<file path="config.mk">
export PLATFORM = sky130hd
export DESIGN_NAME = eth_tx_encap
export DESIGN_NICKNAME = d
export VERILOG_FILES = /design/src/rtl/eth_tx_pkg.sv /design/src/rtl/eth_tx_crc.sv /design/src/rtl/eth_tx_shifter.sv /design/src/rtl/eth_tx_ctrl.sv /design/src/rtl/eth_tx_encap.sv
export SDC_FILE = /design/constraint.sdc
export NUM_CORES = 1
export LEC_CHECK = 0
export ABC_AREA = 1
export BUFFER_PORTS_ARGS = -buffer_cell sky130_fd_sc_hd__buf_2
export CAP_MARGIN = 5
export CORE_UTILIZATION = 50
export CTS_CLUSTER_DIAMETER = 60
export DETAILED_ROUTE_END_ITERATION = 6
export GPL_ROUTABILITY_DRIVEN = 1
export GPL_TIMING_DRIVEN = 0
export PLACE_DENSITY = 0.69
export SYNTH_ARGS = -nofsm -noshare
export SYNTH_HDL_FRONTEND = slang
export SYNTH_HIERARCHICAL = 1
export SYNTH_SLANG_ARGS = --single-unit
</file>
<file path="constraint.sdc">
create_clock -name clk -period 2.41 [get_ports clk]
set_input_delay 0.1205 -clock clk [delete_from_list [all_inputs] [get_ports clk]]
set_output_delay 0.1205 -clock clk [all_outputs]
set_load 0.01 [all_outputs]
</file>
<file path="src/rtl/eth_tx_pkg.sv">
`timescale 1ns/1ps
package eth_tx_pkg;
  typedef enum logic [2:0] {
    ST_IDLE,
    ST_PRE,
    ST_DATA,
    ST_PAD,
    ST_FCS
  } tx_state_e;

  localparam int OCTET = 8;
endpackage

</file>
<file path="src/rtl/eth_tx_crc.sv">
`timescale 1ns/1ps
// CRC generator: absorbs serial bits while updating, then shifts out its
// complemented contents, highest term first.
module eth_tx_crc #(
  parameter int          W    = 32,
  parameter logic [W-1:0] POLY = 32'h04C11DB7
) (
  input  logic clk,
  input  logic rst,
  input  logic init,
  input  logic upd,
  input  logic din,
  input  logic drain,
  output logic fcs_bit
);
  logic [W-1:0] crc_q;
  logic         fb;

  assign fb      = crc_q[W-1] ^ din;
  assign fcs_bit = ~crc_q[W-1];

  always_ff @(posedge clk) begin
    if (rst || init) begin
      crc_q <= '1;
    end else if (upd) begin
      crc_q <= {crc_q[W-2:0], 1'b0} ^ (fb ? POLY : '0);
    end else if (drain) begin
      crc_q <= {crc_q[W-2:0], 1'b1};
    end
  end
endmodule

</file>
<file path="src/rtl/eth_tx_shifter.sv">
`timescale 1ns/1ps
// Byte serializer, least significant bit first.
module eth_tx_shifter #(
  parameter int DW = 8
) (
  input  logic          clk,
  input  logic          rst,
  input  logic          load,
  input  logic [DW-1:0] din,
  input  logic          shift,
  output logic          dout
);
  logic [DW-1:0] sh_q;

  assign dout = sh_q[0];

  always_ff @(posedge clk) begin
    if (rst) begin
      sh_q <= '0;
    end else if (load) begin
      sh_q <= din;
    end else if (shift) begin
      sh_q <= {1'b0, sh_q[DW-1:1]};
    end
  end
endmodule

</file>
<file path="src/rtl/eth_tx_ctrl.sv">
`timescale 1ns/1ps
// Frame sequencer: start decision, phase counters, pad sizing.
module eth_tx_ctrl
  import eth_tx_pkg::*;
#(
  parameter int LVL_W    = 8,
  parameter int PRE_BITS = 64,
  parameter int FCS_BITS = 32,
  parameter int MIN_DATA = 60,
  parameter int LEN_W    = 11
) (
  input  logic             clk,
  input  logic             rst,
  input  logic [LVL_W-1:0] fifo_level,
  input  logic [LVL_W-1:0] start_thresh,
  input  logic             chan_ok,
  input  logic             pad_en,
  input  logic             fcs_en,
  input  logic             fifo_last,
  output tx_state_e        state,
  output logic             pre_bit,
  output logic             pop
);
  localparam int CNT_W = (PRE_BITS > FCS_BITS) ? $clog2(PRE_BITS) : $clog2(FCS_BITS);
  localparam logic [CNT_W-1:0] PRE_LAST = CNT_W'(PRE_BITS - 1);
  localparam logic [CNT_W-1:0] FCS_LAST = CNT_W'(FCS_BITS - 1);
  localparam logic [CNT_W-1:0] OCT_LAST = CNT_W'(OCTET - 1);

  tx_state_e        state_q;
  logic [CNT_W-1:0] cnt_q;
  logic [LEN_W-1:0] byte_q;
  logic [LEN_W-1:0] byte_inc;
  logic             pad_q, fcs_q, last_q;
  logic             start, byte_end, pad_more;

  assign state    = state_q;
  assign start    = (state_q == ST_IDLE) && chan_ok && (fifo_level != '0) &&
                    (fifo_level >= start_thresh);
  assign byte_end = (cnt_q == OCT_LAST);
  assign byte_inc = (byte_q == '1) ? byte_q : byte_q + 1'b1;
  assign pad_more = pad_q && (byte_inc < LEN_W'(MIN_DATA));
  assign pre_bit  = (cnt_q == PRE_LAST) ? 1'b1 : ~cnt_q[0];
  assign pop      = ((state_q == ST_PRE)  && (cnt_q == PRE_LAST)) ||
                    ((state_q == ST_DATA) && byte_end && !last_q);

  always_ff @(posedge clk) begin
    if (rst) begin
      state_q <= ST_IDLE;
      cnt_q   <= '0;
      byte_q  <= '0;
      pad_q   <= 1'b0;
      fcs_q   <= 1'b0;
      last_q  <= 1'b0;
    end else begin
      case (state_q)
        ST_IDLE: begin
          cnt_q <= '0;
          if (start) begin
            state_q <= ST_PRE;
            pad_q   <= pad_en;
            fcs_q   <= fcs_en;
          end
        end
        ST_PRE: begin
          if (cnt_q == PRE_LAST) begin
            state_q <= ST_DATA;
            cnt_q   <= '0;
            byte_q  <= '0;
            last_q  <= fifo_last;
          end else begin
            cnt_q <= cnt_q + 1'b1;
          end
        end
        ST_DATA: begin
          if (byte_end) begin
            cnt_q  <= '0;
            byte_q <= byte_inc;
            if (!last_q)       last_q  <= fifo_last;
            else if (pad_more) state_q <= ST_PAD;
            else if (fcs_q)    state_q <= ST_FCS;
            else               state_q <= ST_IDLE;
          end else begin
            cnt_q <= cnt_q + 1'b1;
          end
        end
        ST_PAD: begin
          if (byte_end) begin
            cnt_q  <= '0;
            byte_q <= byte_inc;
            if (!pad_more) state_q <= fcs_q ? ST_FCS : ST_IDLE;
          end else begin
            cnt_q <= cnt_q + 1'b1;
          end
        end
        ST_FCS: begin
          if (cnt_q == FCS_LAST) begin
            state_q <= ST_IDLE;
            cnt_q   <= '0;
          end else begin
            cnt_q <= cnt_q + 1'b1;
          end
        end
        default: state_q <= ST_IDLE;
      endcase
    end
  end
endmodule

</file>
<file path="src/rtl/eth_tx_encap.sv">
`timescale 1ns/1ps
module eth_tx_encap
  import eth_tx_pkg::*;
#(
  parameter int LVL_W     = 8,
  parameter int PRE_BYTES = 7,
  parameter int MIN_FRAME = 64,
  parameter int FCS_BYTES = 4,
  parameter int LEN_W     = 11
) (
  input  logic             clk,
  input  logic             rst,
  input  logic [7:0]       fifo_data,
  input  logic             fifo_last,
  input  logic [LVL_W-1:0] fifo_level,
  output logic             fifo_pop,
  input  logic [LVL_W-1:0] start_thresh,
  input  logic             chan_ok,
  input  logic             pad_en,
  input  logic             fcs_en,
  output logic             tx_bit,
  output logic             tx_en
);
  localparam int PRE_BITS = (PRE_BYTES + 1) * OCTET;
  localparam int FCS_BITS = FCS_BYTES * OCTET;
  localparam int MIN_DATA = MIN_FRAME - FCS_BYTES;

  tx_state_e state;
  logic      pre_bit, data_bit, fcs_bit, cur_bit, active;

  eth_tx_ctrl #(
    .LVL_W(LVL_W), .PRE_BITS(PRE_BITS), .FCS_BITS(FCS_BITS),
    .MIN_DATA(MIN_DATA), .LEN_W(LEN_W)
  ) u_ctrl (
    .clk(clk), .rst(rst), .fifo_level(fifo_level), .start_thresh(start_thresh),
    .chan_ok(chan_ok), .pad_en(pad_en), .fcs_en(fcs_en), .fifo_last(fifo_last),
    .state(state), .pre_bit(pre_bit), .pop(fifo_pop)
  );

  eth_tx_shifter #(.DW(OCTET)) u_shift (
    .clk(clk), .rst(rst), .load(fifo_pop), .din(fifo_data),
    .shift(state == ST_DATA), .dout(data_bit)
  );

  eth_tx_crc #(.W(FCS_BITS)) u_crc (
    .clk(clk), .rst(rst), .init(state == ST_IDLE),
    .upd((state == ST_DATA) || (state == ST_PAD)), .din(cur_bit),
    .drain(state == ST_FCS), .fcs_bit(fcs_bit)
  );

  assign active = (state != ST_IDLE);

  always_comb begin
    case (state)
      ST_PRE:  cur_bit = pre_bit;
      ST_DATA: cur_bit = data_bit;
      ST_FCS:  cur_bit = fcs_bit;
      default: cur_bit = 1'b0;
    endcase
  end

  always_ff @(posedge clk) begin
    if (rst) begin
      tx_en  <= 1'b0;
      tx_bit <= 1'b0;
    end else begin
      tx_en  <= active;
      tx_bit <= active & cur_bit;
    end
  end
endmodule

</file>
==> impl_metrics.py, run 1 <==
metrics = {
    "floorplan": {
        "row_count": 30,
        "die_h_um": 86.4,
        "fp.dieW_um": 86.4,
        "coreArea_um2": 6830,
        "ios": 33,
        "dieArea_um2": 7470,
        "start_util": 0.522,
    },
    "logic_synthesis": {
        "async_flop_share": 0,
        "synth_area_leaders": "dfxtp_1 (37%), nand2_1 (19%), a21oi_1 (5.9%), inv_1 (5.9%), nand3_1 (5.3%)",
        "yosysTopAreaCellShare": 0.365,
        "synth_cell_type_count": 37,
        "ys.flop_type": "dfxtp_1",
        "synth_top_family_by_area": "simple AND/OR/NAND/NOR gates",
        "synth_xor_area_frac": 0.00983,
        "synth_edf_count": 0,
        "syn_inst": 531,
        "synth_compound_area_frac": 0.103,
        "syn_area_um2": 3560,
        "synthAdderAreaFrac": 0.0351,
        "mappedNetlistNets": 571,
        "muxShareOfSynthArea": 0,
        "yosysTopAreaCell": "dfxtp_1",
        "seq_area_frac_synth": 0.365,
        "synth-simple-area-share": 0.388,
        "yosysWarningCount": 6,
        "ys_seq_elements": 65,
        "syn_avg_cell_area_um2": 6.71,
    },
    "route": {
        "wl_um": 7580,
        "routedWlPerCell_um": 11.2,
        "drtIter0Drc": 157,
        "antenna_left": 0,
        "vias_per_cell": 4.98,
        "route.detailed.drc": 0,
        "firstDrtPassIters": 5,
        "num_vias": 3363,
    },
    "global_routing": {
        "antenna_found_initial": 0,
        "grt.overflow.total": 0,
        "grt_pass1_wl_um": 13100,
        "grt_max_degree": 13,
        "track_usage": 0.222,
        "grt_pass1_vias": 3102,
    },
    "cts": {
        "cts_root_buf": "clkbuf_8",
        "cts_tree": "done",
        "cts.hold.buffers_added": 0,
        "cts_setup_buffers": 0,
        "cts.path.max_buffers": 2,
        "clkSinkCount": 65,
        "htreeDepth": 3,
        "cts_made_buffers": 9,
        "worstSkewPairLatency_ns": 0.34,
        "clk_pin_slew_ns": 0.08,
    },
    "sta": {
        "timing.fmax_ghz": 0.449,
        "drv_slew": 0,
        "setup_viol": 0,
        "setup_tns_ns": 0,
        "fin_worst_skew_ns": 0.00975,
        "hold_viol_final": 0,
        "finalCriticalPeriod_ns": 2.23,
        "finalCritPeriodShare": 0.925,
        "maxSlewHeadroom": 0.645,
        "tightest_slew_ns": 0.528,
    },
    "critical_path": {
        "worstPathRequired_ns": 2.29,
        "start_kind": "flop",
        "end_kind": "output port",
        "path_class": "reg -> out",
        "cp.arrival_ns": 2.11,
        "path_max_fanout": 9,
    },
    "layout": {
        "layout.nets": 614,
        "drive_above_1_share": 0.154,
        "areaGrowthSynthToFinish_pct": 13.7,
        "antennaDiodeCount": 0,
        "layout.cells.non_filler": 675,
        "fill_cells": 676,
    },
    "run_status": {
        "outcome": "finished, final reports clean",
    },
    "place": {
        "dp.final_hpwl_um": 5440,
        "numPortBuffers": 32,
        "gp_congestion": 0.889,
        "placed_cells": 659,
    },
    "power_and_ir_drop": {
        "p_int_mw": 2.30,
        "p_total_mw": 3.78,
        "p_leak_nw": 1.91,
        "clkPwrFrac": 0.248,
        "peakVddDrop_uv": 618,
        "p_seq_frac": 0.385,
        "power_density_nw_per_um2": 933,
        "switching_share": 0.391,
        "comb_power_share": 0.366,
        "switching_power_mw": 1.48,
    },
    "job": {
        "cap_violations": 0,
    },
    "worst_hold_path": {
        "min_path_type": "in -> reg",
    },
}
## power by group through the flow
| stage | logic, mW | clock network, mW | registers [mW] |
|---|---|---|---|
| 2_1_floorplan | 1.10 | 0 | 1.44 |
| 3_3_place_gp | 1.36 | 0 | 1.47 |
| 3_5_place_dp | 1.38 | 0 | 1.48 |
| 4_1_cts | 1.39 | 0.977 | 1.46 |
| 5_1_grt | 1.59 | 1.03 | 1.49 |
| 6_report | 1.39 | 0.939 | 1.46 |
## critical path: stages (launching register included)
cell	delay (ns)
dfxtp_1	0.51
inv_1	0.11
nor2_1	0.13
inv_1	0.14
nor2_1	0.22
inv_1	0.12
o31ai_2	0.33
buf_2	0.20
## per-stage QoR
stage / worst slack (ns) / util / area (um2) / hold WS, ns
2_1_floorplan: 0.388 / - / 3560 / 0.190
3_3_place_gp: 0.143 / 0.563 / 3840 / 0.370
3_5_place_dp: 0.112 / 0.563 / 3840 / 0.377
4_1_cts: 0.0371 / 0.593 / 4050 / 0.0133
5_1_grt: -0.00271 / 0.593 / 4050 / 0.0341
6_report: 0.181 / 0.593 / 4050 / 0.0298
## cell families after synthesis
logic type,after synthesis
buffers and inverters,78
adders and majority gates,10
AOI/OAI and AO/OA,67
and+or+nand+nor,307
DFF,65
xor gates and xnor gates,4
## cells in the final DEF, fill, tap and decap left out, drive strengths merged, types with 3 or more instances in the layout
cell type / synthesis / routed
nor3: 7 / 7
nor2: 46 / 46
o31ai: 3 / 3
nand3: 43 / 43
dfxtp: 65 / 65
buf: 17 / 49
ha: 10 / 10
clkbuf: 1 / 11
o21ai: 13 / 13
inv: 60 / 61
nand4: 22 / 22
a21oi: 43 / 43
clkinvlp: 0 / 3
nand2: 187 / 187
## path summary, 6_finish.rpt
path,cells past startpoint,slack (ns),endpoint,from
setup / recovery,7,0.18,fifo_pop,u_ctrl/state[1]
hold / removal,3,0.03,u_ctrl/fcs_q,fcs_en
hold reg to reg,2,0.46,u_crc/crc_q[18],u_crc/crc_q[17]
setup reg to reg,12,0.20,u_shift/sh_q[5],u_ctrl/state[1]
## area by class of cell
| type | instances | area, um2 | area share |
|---|---|---|---|
| Sequential cell | 65 | 1300 | 0.321 |
| Clock buffer | 10 | 138 | 0.0340 |
| Timing Repair Buffer | 32 | 160 | 0.0395 |
| Tap cell | 96 | 120 | 0.0296 |
| Clock inverter | 6 | 66.3 | 0.0164 |
| Multi-Input combinational cell | 388 | 1920 | 0.473 |
| Buffer | 18 | 128 | 0.0315 |
| Inverter | 60 | 225 | 0.0556 |
## layer usage
| layer | wire (um) | up-vias | global-route usage | share of wire |
|---|---|---|---|---|
| li1 | - | 1803 | - | - |
| met1 | 3710 | 1506 | 0.258 | 0.49 |
| met2 | 3560 | 44 | 0.386 | 0.47 |
| met3 | 228 | 10 | 0.0676 | 0.030 |
| met4 | 89 | 0 | 0.0758 | 0.012 |
| met5 | 0 | - | 0 | 0 |
## flip-flops by register name, indices dropped and copies added, names as in the netlist, 3 cells and up
register,flops
u_ctrl/byte_q,11
u_ctrl/cnt_q,6
u_crc/crc_q,32
u_shift/sh_q,8
u_ctrl/state,3
## cell usage after synthesis, types with 2 or more instances
cell type / instances
a21oi_1: 42
buf_2: 9
buf_6: 6
dfxtp_1: 65
ha_1: 10
inv_1: 56
inv_2: 4
nand2_1: 185
nand2_2: 2
nand3_1: 38
nand3_2: 4
nand4_1: 21
nor2_1: 36
nor2_2: 5
nor2_4: 4
nor3_1: 6
o211ai_1: 2
o21ai_0: 12
o21bai_1: 2
o31ai_1: 3
xnor2_1: 2
xor2_1: 2
## timing repair
| action | CTS | global route |
|---|---|---|
| endpoints found under the hold margin | 0 | 0 |
| resized for setup | 0 | 1 |
| setup endpoints to repair | 0 | 9 |
Note: power is estimated with default switching activity, not from simulation.
==> run 2: changes to the inputs <==
--- a/config.mk
+++ b/config.mk
@@ -16,2 +16,3 @@
 export PLACE_DENSITY = 0.69
+export SLEW_MARGIN = 15
 export SYNTH_ARGS = -nofsm -noshare
--- a/constraint.sdc
+++ b/constraint.sdc
@@ -3,2 +3,2 @@
 set_output_delay 0.1205 -clock clk [all_outputs]
-set_load 0.01 [all_outputs]
+set_load 0.02 [all_outputs]
==> run 2 against run 1 <==
  * Critical path type is now reg -> reg
  * Total power hardly changed
  * Highest routed layer unchanged
  * Fmax is 2.8% higher
  * Clock skew is essentially flat
  * Global-route usage did not move
  * Clock-buffer cell count did not move
==> impl_metrics.py, run 2 (same netlist as run 1, synthesis figures left out) <==
metrics = {
    "layout": {
        "mostFrequentLayoutCells": "nand2_1 (185), dfxtp_1 (64), inv_1 (56)",
        "largest_register_ffs": 32,
        "seqCellArea_um2": 1300,
        "layout_commonest_cell": "nand2_1",
        "fill_cells": 677,
        "antennaDiodeCount": 0,
        "layout.nets": 614,
        "areaGrowthSynthToFinish_pct": 13.8,
        "top_regs": "u_crc/crc_q (32), u_ctrl/byte_q (11), u_shift/sh_q (8)",
        "layout.cells.non_filler": 675,
        "design_area_um2": 4060,
        "multi_input_area_um2": 1920,
        "regMostFlops": "u_crc/crc_q",
        "drive_above_1_share": 0.155,
    },
    "cts": {
        "cts_resized": 0,
        "cts_made_buffers": 9,
        "clkSinkCount": 65,
        "worstSkewPairLatency_ns": 0.34,
        "htreeDepth": 3,
        "cts_setup_buffers": 0,
        "cts_root_buf": "clkbuf_8",
        "cts.hold.buffers_added": 0,
        "clk_pin_slew_ns": 0.07,
        "cts.path.max_buffers": 2,
        "cts_tree": "done",
    },
    "critical_path": {
        "worstPathRequired_ns": 2.64,
        "cp_common_cell": "nand2_1",
        "end_kind": "flop",
        "critPathTopFamily": "simple AND/OR/NAND/NOR gates",
        "crit_chain": "ha_1, nand2_1, inv_1, nand3_1, o21ai_0, nand3_1, nand3_2, nand2_1, nand3_2, buf_2, nand2_1, nand2_1, nand2_1",
        "worst-path-buf-inv": 2,
        "r2r-start": "u_ctrl/cnt_q[0]",
        "cp.arrival_ns": 2.40,
        "crit_start": "u_ctrl/cnt_q[0]",
        "path_max_fanout": 10,
        "start_kind": "flop",
        "max_stage_delay_ns": 0.40,
        "path_class": "reg -> reg",
        "cp_slowest_cell": "dfxtp_1",
    },
    "route": {
        "routedWlPerCell_um": 11.2,
        "vias_per_cell": 4.97,
        "wl_um": 7550,
        "num_vias": 3356,
        "drtIter0Drc": 157,
        "firstDrtPassIters": 4,
        "route.detailed.drc": 0,
        "antenna_left": 0,
    },
    "sta": {
        "fin_worst_skew_ns": 0.00984,
        "setup_tns_ns": 0,
        "hold_slack_ns": 0.0333,
        "hold_viol_final": 0,
        "timing.fmax_ghz": 0.461,
        "finalCriticalPeriod_ns": 2.17,
        "drv_slew": 0,
        "finalCritPeriodShare": 0.899,
        "rsz0062_at_grt": "false",
        "setup_viol": 0,
        "tightest_slew_ns": 0.545,
        "maxSlewHeadroom": 0.634,
    },
    "place": {
        "gp_congestion": 0.889,
        "numPortBuffers": 32,
        "placed_cells": 659,
        "dp.final_hpwl_um": 5440,
        "placed_area_um2": 3840,
    },
    "floorplan": {
        "die_h_um": 86.4,
        "coreArea_um2": 6830,
        "dieArea_um2": 7470,
        "ios": 33,
        "start_util": 0.522,
        "row_count": 30,
        "fp.dieW_um": 86.4,
    },
    "global_routing": {
        "grt.overflow.total": 0,
        "grt_max_degree": 13,
        "grt_pass1_wl_um": 13100,
        "grt_pass1_vias": 3102,
        "track_usage": 0.222,
        "antenna_found_initial": 0,
    },
    "run_status": {
        "outcome": "finished, final reports clean",
    },
    "worst_hold_path": {
        "min_path_type": "in -> reg",
        "hold_path_startpoint": "fcs_en",
    },
    "power_and_ir_drop": {
        "power_density_nw_per_um2": 934,
        "p_leak_nw": 1.91,
        "peakVddDrop_uv": 616,
    },
    "job": {
        "cap_violations": 0,
    },
}
run 2: path summary, 6_finish.rpt:
check               endpoint  slack [ns]  depth (start not counted)
max           u_crc/crc_q[2]        0.24                         13
min             u_ctrl/fcs_q        0.03                          3
max reg2reg   u_crc/crc_q[2]        0.24                         13
min reg2reg  u_crc/crc_q[25]        0.46                          2
run 2: power breakdown:
part	switching [mW]	internal, mW	total, mW	leakage [nW]
clock network	0.431	0.507	0.938	0.0949
logic	0.881	0.509	1.39	1.29
registers	0.170	1.29	1.46	0.528
run 2: layout make-up:
class                      instances  share of cell area
timing repair buffer              32              0.0395
inverter                          60              0.0555
sequential                        65               0.321
clock buffer                      10              0.0339
buffer                            18              0.0315
tap                               96              0.0296
multi-input combinational        388               0.472
clock inverter                     6              0.0164
run 2: per-layer routing:
metal  global-route usage  wire length [um]
met1                0.258              3640
met3               0.0676               251
met2                0.386              3580
met4               0.0758                80
met5                    0                 0
run 2: worst min-delay path, cell delays in order:
cell and delay, ns:
buf_2 0.07, o21ai_0 0.07, nor2_1 0.07
run 2: through the flow:
stage                     utilization  power [mW]  worst slack [ns]
after global routing            0.594        4.12            0.0358
final                           0.594        3.79             0.243
after CTS                       0.593        3.83           0.00248
after detailed placement        0.563        2.87             0.112
after floorplan                     -        2.55             0.155
after global placement          0.563        2.84             0.143
==> run 3: changes to the inputs <==
Settings changed: ABC_AREA 1 to unset.
==> run 3 against run 2 <==
  * Critical path depth down 3
  * Flip-flop and latch count stayed put
  * Non-clock buffer count is 19 higher
  * Clock power is 2.1% lower
  * Highest routed layer unchanged
  * Setup slack worse by 0.21 ns
  * Critical path type unchanged
  * Largest power group unchanged
  * Cell count down 20%
  * Routed wire length is 5.5% higher
  * Synthesized cell count fell by 24%
==> impl_metrics.py, run 3 <==
metrics = {
    "run_status": {
        "outcome": "finished, final reports clean",
    },
    "logic_synthesis": {
        "mappedNetlistNets": 443,
        "syn_avg_cell_area_um2": 8.60,
        "ys_top_cells_by_count": "dfxtp_1 (65), nand2_1 (48), nand3_1 (26), nor2b_1 (25), a21oi_1 (23)",
        "synth_edf_count": 0,
        "syn_inst": 403,
        "synth_most_common_cell": "dfxtp_1",
        "async_flop_share": 0,
        "synth_cell_type_count": 63,
        "synth_area_leaders": "dfxtp_1 (38%), nand2_1 (5.2%), nor2b_1 (4.5%), a221o_1 (4.3%), nand3_1 (3.8%)",
        "yosysWarningCount": 6,
        "yosysTopAreaCellShare": 0.375,
        "yosysTopAreaCell": "dfxtp_1",
        "seq_area_frac_synth": 0.375,
        "ys.flop_type": "dfxtp_1",
        "syn_area_um2": 3470,
        "ys_seq_elements": 65,
    },
    "critical_path": {
        "max_stage_delay_ns": 0.39,
        "crit_chain": "ha_4, and4_4, nand2_4, nand2_1, and4bb_2, or3_4, xor2_4, a21oi_4, buf_6, a221o_1",
        "end_kind": "flop",
        "cp_slowest_cell": "or3_4",
        "ff2ff_path_depth": 10,
        "path_class": "reg -> reg",
        "r2r-start": "u_ctrl/cnt_q[0]",
        "worstReg2RegEnd": "u_crc/crc_q[11]",
        "worstPathRequired_ns": 2.63,
        "start_kind": "flop",
        "cp.arrival_ns": 2.59,
        "path_max_fanout": 5,
        "rrSetupSlack_ns": 0.04,
    },
    "floorplan": {
        "dieArea_um2": 7270,
        "start_util": 0.531,
        "fp.dieW_um": 85.3,
        "coreArea_um2": 6530,
        "ios": 33,
        "row_count": 29,
        "die_h_um": 85.3,
    },
    "layout": {
        "largest_register_ffs": 32,
        "postLayoutCoreUtil": 0.627,
        "drive_above_1_share": 0.214,
        "regMostFlops": "u_crc/crc_q",
        "layout.cells.non_filler": 540,
        "layout.nets": 499,
        "layout_commonest_cell": "dfxtp_1",
        "fill_cells": 567,
        "mostFrequentLayoutCells": "dfxtp_1 (62), nand2_1 (47), buf_2 (41)",
        "top_regs": "u_crc/crc_q (32), u_ctrl/byte_q (11), u_shift/sh_q (8)",
        "antennaDiodeCount": 0,
        "areaGrowthSynthToFinish_pct": 18.2,
    },
    "power_and_ir_drop": {
        "p_leak_nw": 1.68,
        "peakVddDrop_uv": 311,
        "power_density_nw_per_um2": 558,
        "p_total_mw": 2.29,
    },
    "route": {
        "num_vias": 3237,
        "drtIter0Drc": 148,
        "wl_um": 7960,
        "antenna_left": 0,
        "routedWlPerCell_um": 14.7,
        "vias_per_cell": 5.99,
        "route.detailed.drc": 0,
        "firstDrtPassIters": 5,
    },
    "sta": {
        "timing.fmax_ghz": 0.421,
        "drv_slew": 0,
        "setup_tns_ns": 0,
        "setup_viol": 0,
        "maxSlewHeadroom": 0.591,
        "finalCritPeriodShare": 0.985,
        "finalCriticalPeriod_ns": 2.37,
        "tightest_slew_ns": 0.611,
        "fin_worst_skew_ns": 0.00644,
        "hold_viol_final": 0,
    },
    "global_routing": {
        "grt_max_degree": 13,
        "track_usage": 0.225,
        "grt_pass1_wl_um": 13200,
        "grt.overflow.total": 0,
        "antenna_found_initial": 0,
        "grt_pass1_vias": 2952,
    },
    "place": {
        "placed_cells": 512,
        "numPortBuffers": 32,
        "dp.final_hpwl_um": 5400,
        "gp_congestion": 0.860,
    },
    "worst_hold_path": {
        "min_to": "u_ctrl/fcs_q",
        "hold_path_startpoint": "fcs_en",
        "min_path_type": "in -> reg",
        "whs_path_depth": 3,
    },
    "cts": {
        "htreeDepth": 3,
        "worstSkewPairLatency_ns": 0.33,
        "cts.hold.buffers_added": 0,
        "cts_made_buffers": 9,
        "clkSinkCount": 65,
        "cts.path.max_buffers": 2,
        "cts_tree": "done",
        "clk_pin_slew_ns": 0.07,
        "cts_root_buf": "clkbuf_8",
    },
    "job": {
        "cap_violations": 0,
    },
}
## run 3: worst max-delay path, delay by kind of cell (launching register included)
family | cells | cell delay [ns]
and+or+nand+nor | 5 | 0.94
buffers and inverters | 1 | 0.16
adders and majority gates | 1 | 0.17
DFF | 1 | 0.36
xor gates and xnor gates | 1 | 0.21
AOI/OAI and AO/OA | 2 | 0.42
## run 3: worst max path at each step
stage               startpoint               to  slack, ns  depth (start not counted)
3_3_place_gp   u_ctrl/state[1]  u_shift/sh_q[4]      -0.23                          6
2_1_floorplan  u_ctrl/cnt_q[0]  u_crc/crc_q[10]       0.01                         10
4_1_cts        u_ctrl/state[1]         fifo_pop       0.03                          6
3_5_place_dp   u_ctrl/state[1]  u_shift/sh_q[6]      -0.22                          6
5_1_grt        u_ctrl/cnt_q[0]  u_crc/crc_q[10]      -0.04                         10
6_report       u_ctrl/cnt_q[0]  u_crc/crc_q[11]       0.04                         10
## run 3: cell families (layout without fill, tap and decap cells)
group	after synthesis	count (layout)	share of synthesized area
buf+inv	38	98	0.0531
compound gates	105	105	0.223
simple gates	172	172	0.273
mux	11	11	0.0318
xor+xnor	2	2	0.00722
flops	65	65	0.375
fa+ha+maj	10	10	0.0361
## run 3: metrics by stage
stage	cell area (um2)	setup slack, ns	hold slack, ns
floorplan	3490	0.0126	0.193
global placement	3750	-0.233	0.348
detailed placement	3750	-0.222	0.369
CTS	4020	0.0260	0.0155
global route	4100	-0.0436	0.0243
finish	4100	0.0371	0.0311
## run 3: what timing repair did
item,4_1_cts,5_1_grt
resized for setup,7,11
setup endpoints to repair,21,14
setup buffers,6,6
cloned,0,1
pin swaps,3,12
## run 3: where the power goes
part | internal [mW] | switching (mW)
registers | 1.09 | 0.0148
clock network | 0.498 | 0.420
logic | 0.120 | 0.149
## run 3: final cells by class
type | count | area, um2 | area share
Multi-Input combinational cell | 300 | 2050 | 0.499
Clock buffer | 10 | 138 | 0.0336
Timing Repair Buffer | 45 | 262 | 0.0638
Sequential cell | 65 | 1310 | 0.319
Buffer | 24 | 140 | 0.0342
Tap cell | 77 | 96.3 | 0.0235
Clock inverter | 5 | 56.3 | 0.0137
Inverter | 14 | 52.6 | 0.0128
## run 3: routing by layer
layer | track usage | wire [um] | vias up
met5 | 0 | 0 | -
met4 | 0.0909 | 100 | 0
met3 | 0.0428 | 398 | 14
met2 | 0.374 | 3670 | 101
met1 | 0.290 | 3790 | 1521
li1 | - | - | 1601
